File: src/rtl/thresh_alarm_pkg.sv
package thresh_alarm_pkg;
    typedef enum logic [1:0] {
        FR_IDLE  = 2'd0,
        FR_COUNT = 2'd1,
        FR_HOLD  = 2'd2
    } frame_state_e;
endpackage

File: src/rtl/alarm_cell.sv
module alarm_cell #(
    parameter int DW = 16,
    parameter int HW = 8
) (
    input  logic          clk,
    input  logic          rst_n,
    input  logic          hit,
    input  logic [DW-1:0] data,
    input  logic [DW-1:0] hi_thr,
    input  logic [HW-1:0] hi_hys,
    input  logic [DW-1:0] lo_thr,
    input  logic [HW-1:0] lo_hys,
    output logic          hi_act,
    output logic          lo_act,
    output logic          hi_set,
    output logic          lo_set
);
    // two extra bits keep every bound exact (no wrap)
    localparam int EW = DW + 2;

    logic [EW-1:0] d_w, hth_w, hhy_w, lth_w, lhy_w;
    logic          hi_clr, lo_clr;

    always_comb begin
        d_w    = EW'(data);
        hth_w  = EW'(hi_thr);
        hhy_w  = EW'(hi_hys);
        lth_w  = EW'(lo_thr);
        lhy_w  = EW'(lo_hys);
        hi_set = hit && (d_w > hth_w + hhy_w);
        hi_clr = hit && (d_w + hhy_w + EW'(2) <= hth_w);
        lo_set = hit && (d_w + lhy_w + EW'(1) < lth_w);
        lo_clr = hit && (d_w >= lth_w + lhy_w + EW'(1));
    end

    always_ff @(posedge clk or negedge rst_n) begin
        if (!rst_n) begin
            hi_act <= 1'b0;
            lo_act <= 1'b0;
        end else begin
            if (hi_set)      hi_act <= 1'b1;
            else if (hi_clr) hi_act <= 1'b0;
            if (lo_set)      lo_act <= 1'b1;
            else if (lo_clr) lo_act <= 1'b0;
        end
    end
endmodule

File: src/rtl/frame_tracker.sv
module frame_tracker
    import thresh_alarm_pkg::*;
#(
    parameter int FRAME_BITS = 16
) (
    input  logic clk,
    input  logic rst_n,
    input  logic frame_sel,
    input  logic sclk_fall,
    output logic upd
);
    localparam int CNTW = (FRAME_BITS > 1) ? $clog2(FRAME_BITS) : 1;
    localparam logic [CNTW-1:0] LAST = CNTW'(FRAME_BITS - 1);

    frame_state_e state_q, state_d;
    logic [CNTW-1:0] cnt_q;
    logic            last_edge;

    assign last_edge = frame_sel && sclk_fall && (cnt_q == LAST);

    // state register
    always_ff @(posedge clk or negedge rst_n) begin
        if (!rst_n) state_q <= FR_IDLE;
        else        state_q <= state_d;
    end

    always_comb begin
        state_d = state_q;
        unique case (state_q)
            FR_IDLE:  if (frame_sel) state_d = FR_COUNT;
            FR_COUNT: begin
                if (!frame_sel)     state_d = FR_IDLE;
                else if (last_edge) state_d = FR_HOLD;
            end
            FR_HOLD:  if (!frame_sel) state_d = FR_IDLE;
            default:  state_d = FR_IDLE;
        endcase
    end

    always_ff @(posedge clk or negedge rst_n) begin
        if (!rst_n)                                   cnt_q <= '0;
        else if (state_q != FR_COUNT)                 cnt_q <= '0;
        else if (frame_sel && sclk_fall && !last_edge) cnt_q <= cnt_q + 1'b1;
    end

    // outputs
    always_comb begin
        upd = 1'b0;
        unique case (state_q)
            FR_COUNT: upd = last_edge;
            default:  upd = 1'b0;
        endcase
    end
endmodule

File: src/rtl/thresh_alarm_top.sv
module thresh_alarm_top #(
    parameter int NCH        = 8,
    parameter int DW         = 16,
    parameter int HW         = 8,
    parameter int FRAME_BITS = 16
) (
    input  logic                                   clk,
    input  logic                                   rst_n,
    input  logic                                   res_valid,
    input  logic [$clog2(NCH)-1:0]                 res_chan,
    input  logic [DW-1:0]                          res_data,
    input  logic [NCH*DW-1:0]                      hi_thr_bus,
    input  logic [NCH*HW-1:0]                      hi_hys_bus,
    input  logic [NCH*DW-1:0]                      lo_thr_bus,
    input  logic [NCH*HW-1:0]                      lo_hys_bus,
    input  logic                                   frame_sel,
    input  logic                                   sclk_fall,
    input  logic                                   rd_en,
    input  logic [$clog2(2*((NCH+3)/4)+1)-1:0]     rd_addr,
    output logic [((NCH > 8) ? NCH : 8)-1:0]       rd_data,
    output logic                                   alarm_irq
);
    localparam int CW   = $clog2(NCH);
    localparam int NGRP = (NCH + 3) / 4;
    localparam int AW   = $clog2(2*NGRP + 1);
    localparam int RDW  = (NCH > 8) ? NCH : 8;
    localparam int FW   = 2 * NCH;
    localparam int PADW = 8 * NGRP;

    // bit 2i+1 = high alarm, bit 2i = low alarm of channel i
    logic [FW-1:0]   act_vec, set_vec, trip_vec;
    logic [PADW-1:0] act_pad, trip_pad, clr_mask;
    logic [NCH-1:0]  ovw;
    logic            frame_upd;

    for (genvar ch = 0; ch < NCH; ch++) begin : g_cell
        alarm_cell #(.DW(DW), .HW(HW)) u_cell (
            .clk    (clk),
            .rst_n  (rst_n),
            .hit    (res_valid && (res_chan == CW'(ch))),
            .data   (res_data),
            .hi_thr (hi_thr_bus[ch*DW +: DW]),
            .hi_hys (hi_hys_bus[ch*HW +: HW]),
            .lo_thr (lo_thr_bus[ch*DW +: DW]),
            .lo_hys (lo_hys_bus[ch*HW +: HW]),
            .hi_act (act_vec[2*ch+1]),
            .lo_act (act_vec[2*ch]),
            .hi_set (set_vec[2*ch+1]),
            .lo_set (set_vec[2*ch])
        );
        assign ovw[ch] = trip_vec[2*ch+1] | trip_vec[2*ch];
    end

    frame_tracker #(.FRAME_BITS(FRAME_BITS)) u_frame (
        .clk       (clk),
        .rst_n     (rst_n),
        .frame_sel (frame_sel),
        .sclk_fall (sclk_fall),
        .upd       (frame_upd)
    );

    assign act_pad  = PADW'(act_vec);
    assign trip_pad = PADW'(trip_vec);

    always_comb begin
        rd_data  = '0;
        clr_mask = '0;
        if (rd_addr == '0) rd_data = RDW'(ovw);
        for (int g = 0; g < NGRP; g++) begin
            if (rd_addr == AW'(1 + 2*g)) begin
                rd_data           = RDW'(trip_pad[8*g +: 8]);
                clr_mask[8*g +: 8] = {8{rd_en}};
            end
            if (rd_addr == AW'(2 + 2*g)) rd_data = RDW'(act_pad[8*g +: 8]);
        end
    end

    // a new trip wins over a read-clear in the same cycle
    always_ff @(posedge clk or negedge rst_n) begin
        if (!rst_n) trip_vec <= '0;
        else        trip_vec <= (trip_vec & ~clr_mask[FW-1:0]) | set_vec;
    end

    always_ff @(posedge clk or negedge rst_n) begin
        if (!rst_n)         alarm_irq <= 1'b0;
        else if (frame_upd) alarm_irq <= |trip_vec;
    end
endmodule

File: config.mk
export PLATFORM = sky130hd
export DESIGN_NAME = thresh_alarm_top
export DESIGN_NICKNAME = d
export VERILOG_FILES = /design/src/rtl/thresh_alarm_pkg.sv /design/src/rtl/alarm_cell.sv /design/src/rtl/frame_tracker.sv /design/src/rtl/thresh_alarm_top.sv
export SDC_FILE = /design/constraint.sdc
export NUM_CORES = 1
export LEC_CHECK = 0
export ABC_AREA = 1
export BUFFER_PORTS_ARGS = -buffer_cell sky130_fd_sc_hd__buf_2
export CELL_PAD_IN_SITES_DETAIL_PLACEMENT = 1
export CELL_PAD_IN_SITES_GLOBAL_PLACEMENT = 2
export CORE_MARGIN = 1
export CORE_UTILIZATION = 33
export DETAILED_ROUTE_END_ITERATION = 6
export PLACE_DENSITY = 0.91
export SYNTH_ARGS = -nofsm -noshare
export SYNTH_HDL_FRONTEND = slang
export SYNTH_SLANG_ARGS = --single-unit
export TNS_END_PERCENT = 50
File: constraint.sdc
create_clock -name clk -period 1.4 [get_ports clk]
set_input_delay 0.28 -clock clk [delete_from_list [all_inputs] [get_ports clk]]
set_output_delay 0.28 -clock clk [all_outputs]
set_load 0.05 [all_outputs]
# == Yosys cells after proc, flatten, opt, wreduce, memory -nomap -nowiden ==
# Cells that the tools add are included.
# totals
register_bits,39
inputBits,412
wordCells,251
# classes
addsub,57
magnitude_cmp,32
eq_ne,18
mux,47
bitwise,11
reduce_logical,66
# op_table
cell,count
$add 16x8->17,32
$add 18x1->18 const B,16
$add 18x2->18 const B,8
$ge 16x18->1,8
$gt 16x18->1,8
$le 18x16->1,8
$lt 18x16->1,8
$mux 8,7
$logic_and 1x1->1,43
$reduce_bool 2->1,17
$mux 1,33
$and 16x16->16,1
$not 16->16,1
$or 16x16->16,1
$reduce_or 16->1,1
$eq 3x3->1 const B,5
$eq 3x2->1 const B,4
$mux 2,4
$mux 4,2
$or 1x1->1,8
$eq 3x1->1 const B,2
$logic_not 3->1,2
$pmux 2 s3,1
$add 4x1->4 const B,1
9 further kinds,10

# == Logic depth before layout (Yosys ltp) ==
# Gate-level depths: netlist of the first run.
# depth
depth_word,6
mapped_depth,28

# == By module ==
# A second synthesis of the first run with hierarchy kept.
# hier_totals
hier_cells,4709
hier_area_um2,31521.5
# by_module_without_submodules
module,n_inst,cells_each,area_per_inst_um2
alarm_cell (g_cell[2].u_cell ...),4,563,3789.9
alarm_cell (g_cell[0].u_cell ...),4,559,3704.8
thresh_alarm_top,1,180,1217.4
frame_tracker,1,41,325.3

# == Worst setup path before layout of the first run ==
# No wires, ideal clock.
# synth_path
path_kind,input to register
from,input port res_data[1]
to,register g_cell[3].u_cell.hi_act
setup_ns,0.124
arrival_time_ns,3.783
t_required_ns,1.276
path_slack_ns,-2.507
cell_stages,21
path_cell_list,inv_1 -> fa_1 -> inv_1 -> ha_1 -> inv_1 -> nor3_1 -> and3_1 -> nand4_1 -> nor2_1 -> xor2_1 -> ha_1 -> a21oi_1 -> nor2_1 -> a211oi_1 -> nand2_1 -> nand3_1 -> nand2_1 -> a21oi_1 -> nand3_1 -> nand2_1 -> nand2_1
# synth_via
elab_chain_len,5
word_cells_on_any_way,8
classes_between,add/sub: 2; order compare: 2; mux: 1; reduce/logical: 3
# synth_rtl
element,line,source
"start, declared",thresh_alarm_top.sv:11,"input logic [DW-1:0] res_data,"
$add 16x8->17,alarm_cell.sv:31,hi_clr = hit && (d_w + hhy_w + EW'(2) <= hth_w);
$add 18x2->18,alarm_cell.sv:31,
$le 18x16->1,alarm_cell.sv:31,
$logic_and 1x1->1,alarm_cell.sv:31,
$reduce_bool 2->1 (no line),-,
"end signal, assigned",alarm_cell.sv:38,hi_act <= 1'b0;
"end signal, assigned",alarm_cell.sv:41,if (hi_set) hi_act <= 1'b1;
"end signal, assigned",alarm_cell.sv:42,else if (hi_clr) hi_act <= 1'b0;
"end, declared",alarm_cell.sv:13,"output logic hi_act,"
# Several ways; a longest one is shown, not always the timed one.
# A chain may end at the register's enable or synchronous reset.

# == Worst setup path in the final report of the first run ==
# layout_path
from,input port res_data[7]
to,register g_cell[0].u_cell.lo_act
# layout_via
elab_chain_len,5
word_cells_on_any_way,8
classes_between,add/sub: 2; order compare: 2; mux: 1; reduce/logical: 3
# layout_rtl
element,line,source
$add 16x8->17,alarm_cell.sv:32,lo_set = hit && (d_w + lhy_w + EW'(1) < lth_w);
$add 18x1->18,alarm_cell.sv:32,
$lt 18x16->1,alarm_cell.sv:32,
$logic_and 1x1->1,alarm_cell.sv:32,
$mux 1 or $reduce_bool 2->1 (tied branches),-,
"end signal, assigned",alarm_cell.sv:39,lo_act <= 1'b0;
"end signal, assigned",alarm_cell.sv:43,if (lo_set) lo_act <= 1'b1;
"end signal, assigned",alarm_cell.sv:44,else if (lo_clr) lo_act <= 1'b0;
"end, declared",alarm_cell.sv:14,"output logic lo_act,"
# Several ways; a longest one is shown, not always the timed one.

==> summary.md, run 1 <==
| Metric | Value |
|---|---|
| Outcome | finished, violations left |
| Failing checks | negative setup slack |
| Syn Nets | ~7600 |
| Number of flops mapped to enable cells by yosys | 0 |
| Num ports | 421 |
| GP Congestion | slightly below 1 |
| FMAX | roughly 210 MHz |
| HP Start | frame_sel |
| Clock Latency Late Sink | ~0.33 ns |
| Sequential share of the synthesized area | around 2.6% |
| WL met2 | about 120 mm |
| Largest net degree at the start of global routing | 40 |
| Setup TNS | -80.47 ns |
| Hold Crit Class | primary input to flop |
| Highest Signal Layer | met5 |
| Avg Vias per Cell | ~5.7 |
| Vias in the first global route | between 50000 and 60000 |
| Routed met3 length | approximately 22 mm |
| Setup crit end kind | flop |
| Fin crit share | 335% |
| Setup Skew | roughly 0.016 ns |
| Maximum Capacitance Violations | 0 |
| Highest ir drop seen on vdd | 0.453 mV |
| Fin nets | 9948 |
| Slew headroom | 54.6% |
| Synth-to-Final Area Change | 64.7% |
| Antenna Nets Post-Route | 0 |
| CTS tree | done |
| Drt first pass iters | 5 |
| Worst-Margin Slew | around 0.68 ns |
| R2R Path Start | trip_pad[0]$_DFF_PN0_ |
| Ys Warns | 0 |
| Crit path required time | ~1.6 ns |
| PwrDens | 604 nW/um^2 |
| DR WL/cell | between 20 and 25 um |
| Largest fanout on the critical path | 5 |
| Min cycle time layout | ~4.7 ns |
| DR vias | a little under 60000 |
| Chip height | 341 um |
| Register Area | about 980 um^2 |
| Layout cells sized above 1 | around 38% |
| WL met1 | approximately 88 mm |
| Critical path class | primary input to flop |
| Hold depth | 3 |
| Die width | between 300 and 400 um |
| Starting Density | between 30% and 40% |
| Detailed Route Iter0 Violations | 3913 |
| Fin worst setup slack | -3.29 ns |
| R2R Setup Slk | -0.03 ns |
| First-pass GRT wire length | 324 mm |
| Final hold vios | 0 |
| RSZ-0062 raised after global routing | yes |
| Reg2reg end | alarm_irq$_DFFE_PN0P_ |
| CTS H-Tree Depth | 2 |
| Routed WL | about 260 mm |
| Mapped cell area | about 38000 um^2 |
| FP Rows | around 120 |
| Total track usage | between 30% and 40% |
| Root buffer cell | clkbuf_16 |
| Sink Count | 39 |
| Synthesized flop and latch total | 39 |
| Fin util | between 50% and 60% |
| Area of the multi-input gates | about 38000 um^2 |
| Final setup viols | 41 |
| Initial antenna violation count | 22 |
| Top_reg_cell synth | dfrtp_1 |
| Core area | approximately 110000 um^2 |
| Startpoint Class | primary input |
| Placed Instance Area | ~56000 um^2 |
| Syn Inst Count | ~6300 |
| # fillers | 15053 |
| Post-route cell area | between 60000 and 70000 um^2 |
| WHS Endpoint | u_frame.state_q[0]$_DFFE_PN0P_ |
| Clock-pin transition on the worst setup and hold timing paths | 0.08 ns |
| Slew Viols, Final | 0 |
| Count of different cell masters after synthesis | between 60 and 70 |
| Mean Syn Cell Area | between 6 and 7 um^2 |
| Number of buffers created by CTS | 5 |
| DRC Markers | 0 |
| Critical path arrival | between 4 and 5 ns |
| IO buf count | 420 |
| Pleak | roughly 34 nW |
| R2R depth | 6 |
| CTS Buffer Depth | 2 |
| Placed wire-length estimate | around 170 mm |
| DIE AREA | between 100000 and 150000 um^2 |
| Total congestion overflow | 0 |
| Post-synth ARST share | between 90% and 100% |
==> cell type report <==
type / count / share of cell area, %
sequential: 39 / 1.57
multi-input combinational: 5184 / 60.0
clock inverter: 1 / 0.00800
tap: 1512 / 3.02
antenna: 18 / 0.0720
clock buffer: 6 / 0.222
timing repair buffer: 2417 / 28.7
inverter: 1072 / 6.45
==> kinds of logic (layout without fill, tap and decap cells) <==
group                      Yosys count  in the layout  synth area share [%]
AOI/OAI and AO/OA                  787            787                  11.9
xor gates and xnor gates           568            568                  13.2
adders and majority gates          817            817                  27.5
buffers and inverters             1103           3496                  11.0
DFF                                 39             39                  2.57
other                                0             18                     0
and+or+nand+nor                   3012           3012                  33.8
==> cells in the mapped netlist, types with 17 or more instances <==
library cell	instances	area share, %
nor4_1	20	0.33
nand3b_1	19	0.38
nand3_1	410	5.4
xor2_1	428	9.9
ha_1	785	26
a21oi_1	398	5.2
o21bai_1	27	0.53
fa_1	32	1.7
nor2_1	620	6.1
nand4_1	154	2.5
nor3_1	116	1.5
inv_1	1064	11
xnor2_1	134	3.1
a211oi_1	29	0.57
o21ai_0	158	2.1
dfrtp_1	39	2.6
nor2_2	20	0.33
or2_2	17	0.28
a21o_1	28	0.55
o211ai_1	51	1.0
nand2_1	1578	16
==> worst max-delay path by stage <==
| stage | startpoint | to | slack (ns) |
|---|---|---|---|
| 2_1_floorplan | res_data[1] | g_cell[3].u_cell.hi_act$_DFFE_PN0P_ | -2.20 |
| 3_3_place_gp | res_data[4] | trip_pad[12]$_DFF_PN0_ | -3.15 |
| 3_5_place_dp | res_data[2] | trip_pad[12]$_DFF_PN0_ | -3.24 |
| 4_1_cts | res_data[0] | g_cell[3].u_cell.lo_act$_DFFE_PN0P_ | -2.29 |
| 5_1_grt | res_data[7] | g_cell[0].u_cell.lo_act$_DFFE_PN0P_ | -3.35 |
| 6_report | res_data[7] | g_cell[0].u_cell.lo_act$_DFFE_PN0P_ | -3.29 |
==> repair_timing <==
item / 4_1_cts / 5_1_grt
gates resized for setup: 398 / 667
pin swaps: 284 / 412
cloned: 2 / 0
hold endpoints to repair: 39 / 0
setup endpoints to repair: 41 / 43
buffers inserted: 96 / 81
hold buffers: 1 / 0
==> critical path: stages <==
cell	delay, ns
buf_4	0.18
buf_6	0.18
buf_4	0.15
buf_4	0.19
ha_1	0.35
nand2_1	0.14
nor2_2	0.19
nand2_4	0.12
nand2_8	0.14
xor2_4	0.32
buf_6	0.17
nand3_2	0.11
buf_4	0.16
xor2_1	0.28
inv_1	0.25
ha_1	0.49
nand2_1	0.12
nor3_1	0.37
nand2_1	0.15
nand2_1	0.13
a31oi_2	0.14
nand3_2	0.18
nand2_1	0.09
==> cell usage in the layout (no fill, tap or decap), types with 110 or more instances in the layout <==
cell type and instances:
a21oi_1 324, buf_2 395, buf_4 1929, ha_1 690, inv_1 995, nand2_1 1417, nand2_2 149, nand3_1 349
nand4_1 154, nor2_1 483, nor2_2 111, o21ai_0 123, xnor2_1 110, xor2_1 342
==> per-layer routing <==
layer | vias to the layer above | track usage, %
li1 | 25438 | -
met1 | 27857 | 39.2
met2 | 3288 | 62.3
met3 | 1722 | 5.36
met4 | 10 | 24.5
met5 | - | 0
==> per-stage QoR <==
| step | power, W | setup WS [ns] | hold slack (ns) | std cells |
|---|---|---|---|---|
| after CTS | 0.0321 | -2.29 | 0.177 | 10154 |
| after global placement | 0.0273 | -3.15 | 0.287 | 10049 |
| final | 0.0378 | -3.29 | 0.186 | 10249 |
| after floorplan | 0.0155 | -2.20 | -0.0156 | 6326 |
| after global routing | 0.0398 | -3.35 | 0.197 | 10235 |
| after detailed placement | 0.0291 | -3.24 | 0.281 | 10049 |
==> report_power, final <==
part           internal [W]  switching, W  total [W]
sequential          0.00138      0.000364    0.00174
combinational        0.0150        0.0197     0.0347
clock              0.000705      0.000702    0.00141
==> registers in the layout (all words and copies together) (netlist names) <==
register              count
g_cell.u_cell.lo_act      8
u_frame.cnt_q             4
g_cell.u_cell.hi_act      8
alarm_irq                 1
u_frame.state_q           2
trip_pad                 16
Power figures use the tool's default switching activity.
==> run 2: changes to the inputs <==
--- a/config.mk
+++ b/config.mk
@@ -7,6 +7,7 @@
 export LEC_CHECK = 0
 export ABC_AREA = 1
 export BUFFER_PORTS_ARGS = -buffer_cell sky130_fd_sc_hd__buf_2
+export CAP_MARGIN = 10
 export CELL_PAD_IN_SITES_DETAIL_PLACEMENT = 1
 export CELL_PAD_IN_SITES_GLOBAL_PLACEMENT = 2
 export CORE_MARGIN = 1
==> constraint.sdc (replaced) <==
create_clock -name clk -period 1.4 [get_ports clk]
set_input_delay 0.07 -clock clk [delete_from_list [all_inputs] [get_ports clk]]
set_output_delay 0.07 -clock clk [all_outputs]
set_load 0.05 [all_outputs]
==> run 2 against run 1 <==
Against the previous run: core utilization is 0.13 points higher; clock-buffer cell count down 1; non-clock buffer count is 36 higher; global-route usage increased by 0.13 points; sequential power hardly changed; worst hold slack worse by 0.16 ns; largest cell class unchanged; first-iteration DRC count up 18%; clock power grew 15%; the run ends with design-rule violations, negative setup slack left; combinational power increased by 1%; power up 2.0%.
==> summary.md, run 2 (synthesis results as in run 1) <==
| Metric | Value |
|---|---|
| Drt first pass iters | 7 (+2) |
| Pleak | 34.2 nW (+0.54%) |
| Maximum Capacitance Violations | 0 (unchanged) |
| Largest net degree at the start of global routing | 40 (unchanged) |
| FMAX | 224 MHz (+5.2%) |
| CTS H-Tree Depth | 2 (unchanged) |
| First-pass GRT wire length | 327 mm (+0.70%) |
| # fillers | 15081 (+0.19%) |
| Setup crit end kind | flop |
| Final setup viols | 40 (-2.4%) |
| Final hold vios | 0 (unchanged) |
| CP max stage cell | a21oi_2 |
| Most frequent cells in the layout | buf_4 (1963), nand2_1 (1433), inv_1 (1008) |
| Min cycle time layout | 4.46 ns (-0.230 ns) |
| Largest fanout on the critical path | 6 (+1) |
| DRC Markers | 1 (+1) |
| Layout cells sized above 1 | 38.2% (-0.22 points) |
| CTS Buffer Depth | 2 (unchanged) |
| Highest ir drop seen on vdd | 0.486 mV (+7.2%) |
| Avg Vias per Cell | 5.82 (+2.2%) |
| Critical path cell sequence | buf_8 -> buf_12 -> buf_4 -> ha_4 -> a21oi_2 -> o21ai_4 -> a21oi_2 -> xor2_2 -> buf_4 -> nand2_1 -> nor2_4 -> xor2_1 -> inv_1 -> ha_1 -> nand2_2 -> nor2_1 -> nor2_1 -> nand4_1 -> a21oi_2 -> o21ai_2 -> a21oi_2 -> nand2_1 -> nand2_1 -> nand2_1 |
| Sink Count | 39 (unchanged) |
| Fin worst setup slack | -3.06 ns (+0.230 ns) |
| FP Rows | 124 (unchanged) |
| GP Congestion | 0.950 (-1.5%) |
| Fin util | 54.9% (+0.13 points) |
| DR vias | 59937 (+2.8%) |
| DR WL/cell | 26.3 um (+5.4%) |
| Setup TNS | -74.04 ns (+6.43 ns) |
| Starting Density | 33.3% (unchanged) |
| Startpoint Class | primary input |
| Fin nets | 9984 (+0.36%) |
| RSZ-0062 raised after global routing | yes |
| Slew Viols, Final | 0 (unchanged) |
| Total track usage | 35.6% (+0.13 points) |
| Slowest cell delay on critical path | 0.52 ns (+0.03 ns) |
| Clock-pin transition on the worst setup and hold timing paths | 0.09 ns (about the same) |
| Chip height | 341 um (unchanged) |
| Die width | 341 um (unchanged) |
| IO buf count | 420 (unchanged) |
| Slew headroom | 56.5% (+1.9 points) |
| Worst-Margin Slew | 0.652 ns (-0.0257 ns) |
| Core area | 114000 um^2 (unchanged) |
| Critical path class | primary input to flop |
| Max FFs per register | 16 (unchanged) |
| Fin crit share | 318% (-16 points) |
| Synth-to-Final Area Change | 65.0% |
| Critical path arrival | 4.68 ns (-0.22 ns) |
| PwrDens | 615 nW/um^2 (+1.8%) |
| Initial antenna violation count | 51 (+130%) |
| CTS tree | done |
| Number of buffers created by CTS | 5 (unchanged) |
| Most common library cell in the layout ignoring fill and taps | buf_4 |
| Vias in the first global route | 59845 (+0.47%) |
| Setup Skew | 0.0161 ns (+0.000430 ns) |
| Root buffer cell | clkbuf_16 |
| Routed WL | 271 mm (+5.9%) |
| Detailed Route Iter0 Violations | 4609 (+18%) |
| Crit path required time | 1.62 ns (about the same) |
| Outcome | finished, violations left |
| Num ports | 421 (unchanged) |
| Placed wire-length estimate | 173 mm (+0.49%) |
| Clock Latency Late Sink | 0.33 ns (about the same) |
| DIE AREA | 117000 um^2 (unchanged) |
| Hold Crit Class | primary input to flop |
| Antenna Nets Post-Route | 0 (unchanged) |
| Failing checks | design-rule violations, negative setup slack |
| Total congestion overflow | 0 (unchanged) |
run 2: cell types whose count changed in the layout (fill, tap and decap cells not counted), sizes merged:
| cell | change |
|---|---|
| buf | +37 |
| bufinv | +1 |
| clkbuf | -2 |
| diode | +20 |
| inv | +1 |
run 2: layer usage:
metal	up-vias	GRT usage, %	wire length [um]
met5	-	0	192
met2	3740	63.5	122000
met3	1974	5.53	25900
met1	28649	38.5	92500
met4	30	24.5	29800
li1	25544	-	-
run 2: area by class of cell:
| class | count | area, um^2 | share of cell area [%] |
|---|---|---|---|
| Timing Repair Buffer | 2453 | 18200 | 29.0 |
| Multi-Input combinational cell | 5184 | 37300 | 59.5 |
| Clock inverter | 3 | 47.5 | 0.0758 |
| Antenna cell | 38 | 95.1 | 0.152 |
| Tap cell | 1512 | 1890 | 3.02 |
| Inverter | 1072 | 4040 | 6.44 |
| Clock buffer | 5 | 125 | 0.199 |
| Sequential cell | 39 | 981 | 1.56 |
run 2: per-stage QoR:
stage	total power, W	hold WS [ns]	instances	setup slack [ns]	instance area, um^2
2_1_floorplan	0.0155	-0.226	6326	-2.01	38300
3_3_place_gp	0.0272	0.0904	10069	-2.74	56500
3_5_place_dp	0.0291	0.0857	10069	-2.95	56500
4_1_cts	0.0320	0.00877	10188	-2.05	59100
5_1_grt	0.0404	0.0573	10278	-3.15	62700
6_report	0.0386	0.0215	10306	-3.06	62700
run 2: final timing paths:
check	startpoint	endpoint	slack [ns]	cells after the start
setup reg to reg	trip_pad[6]$_DFF_PN0_	alarm_irq$_DFFE_PN0P_	0.08	6
hold / removal	frame_sel	u_frame.state_q[0]$_DFFE_PN0P_	0.02	3
setup / recovery	res_data[3]	g_cell[1].u_cell.hi_act$_DFFE_PN0P_	-3.06	24
max in group asynchronous	rst_n	trip_pad[6]$_DFF_PN0_	0.80	3
min in group asynchronous	rst_n	alarm_irq$_DFFE_PN0P_	0.26	3
hold reg to reg	u_frame.cnt_q[3]$_DFFE_PN0P_	u_frame.cnt_q[3]$_DFFE_PN0P_	0.49	1
run 2: where the power goes:
group | total [W] | switching, W | internal [W]
Clock | 0.00162 | 0.000762 | 0.000860
Combinational | 0.0352 | 0.0203 | 0.0149
Sequential | 0.00171 | 0.000332 | 0.00138
run 2: critical path: cells and delay by family:
| family | cells | cell delay (ns) |
|---|---|---|
| buffers and inverters | 5 | 0.79 |
| AOI/OAI and AO/OA | 6 | 1.55 |
| and+or+nand+nor | 9 | 1.27 |
| adders and majority gates | 2 | 0.52 |
| xor gates and xnor gates | 2 | 0.45 |
run 2: timing repair:
item                                    in CTS  in global routing
hold buffers                                 1                  0
endpoints found under the hold margin       39                  0
setup buffers                              110                 84
endpoints found under the setup margin      40                 42
pin swaps                                  213                386
resized for setup                          341                625
cloned                                       1                  0
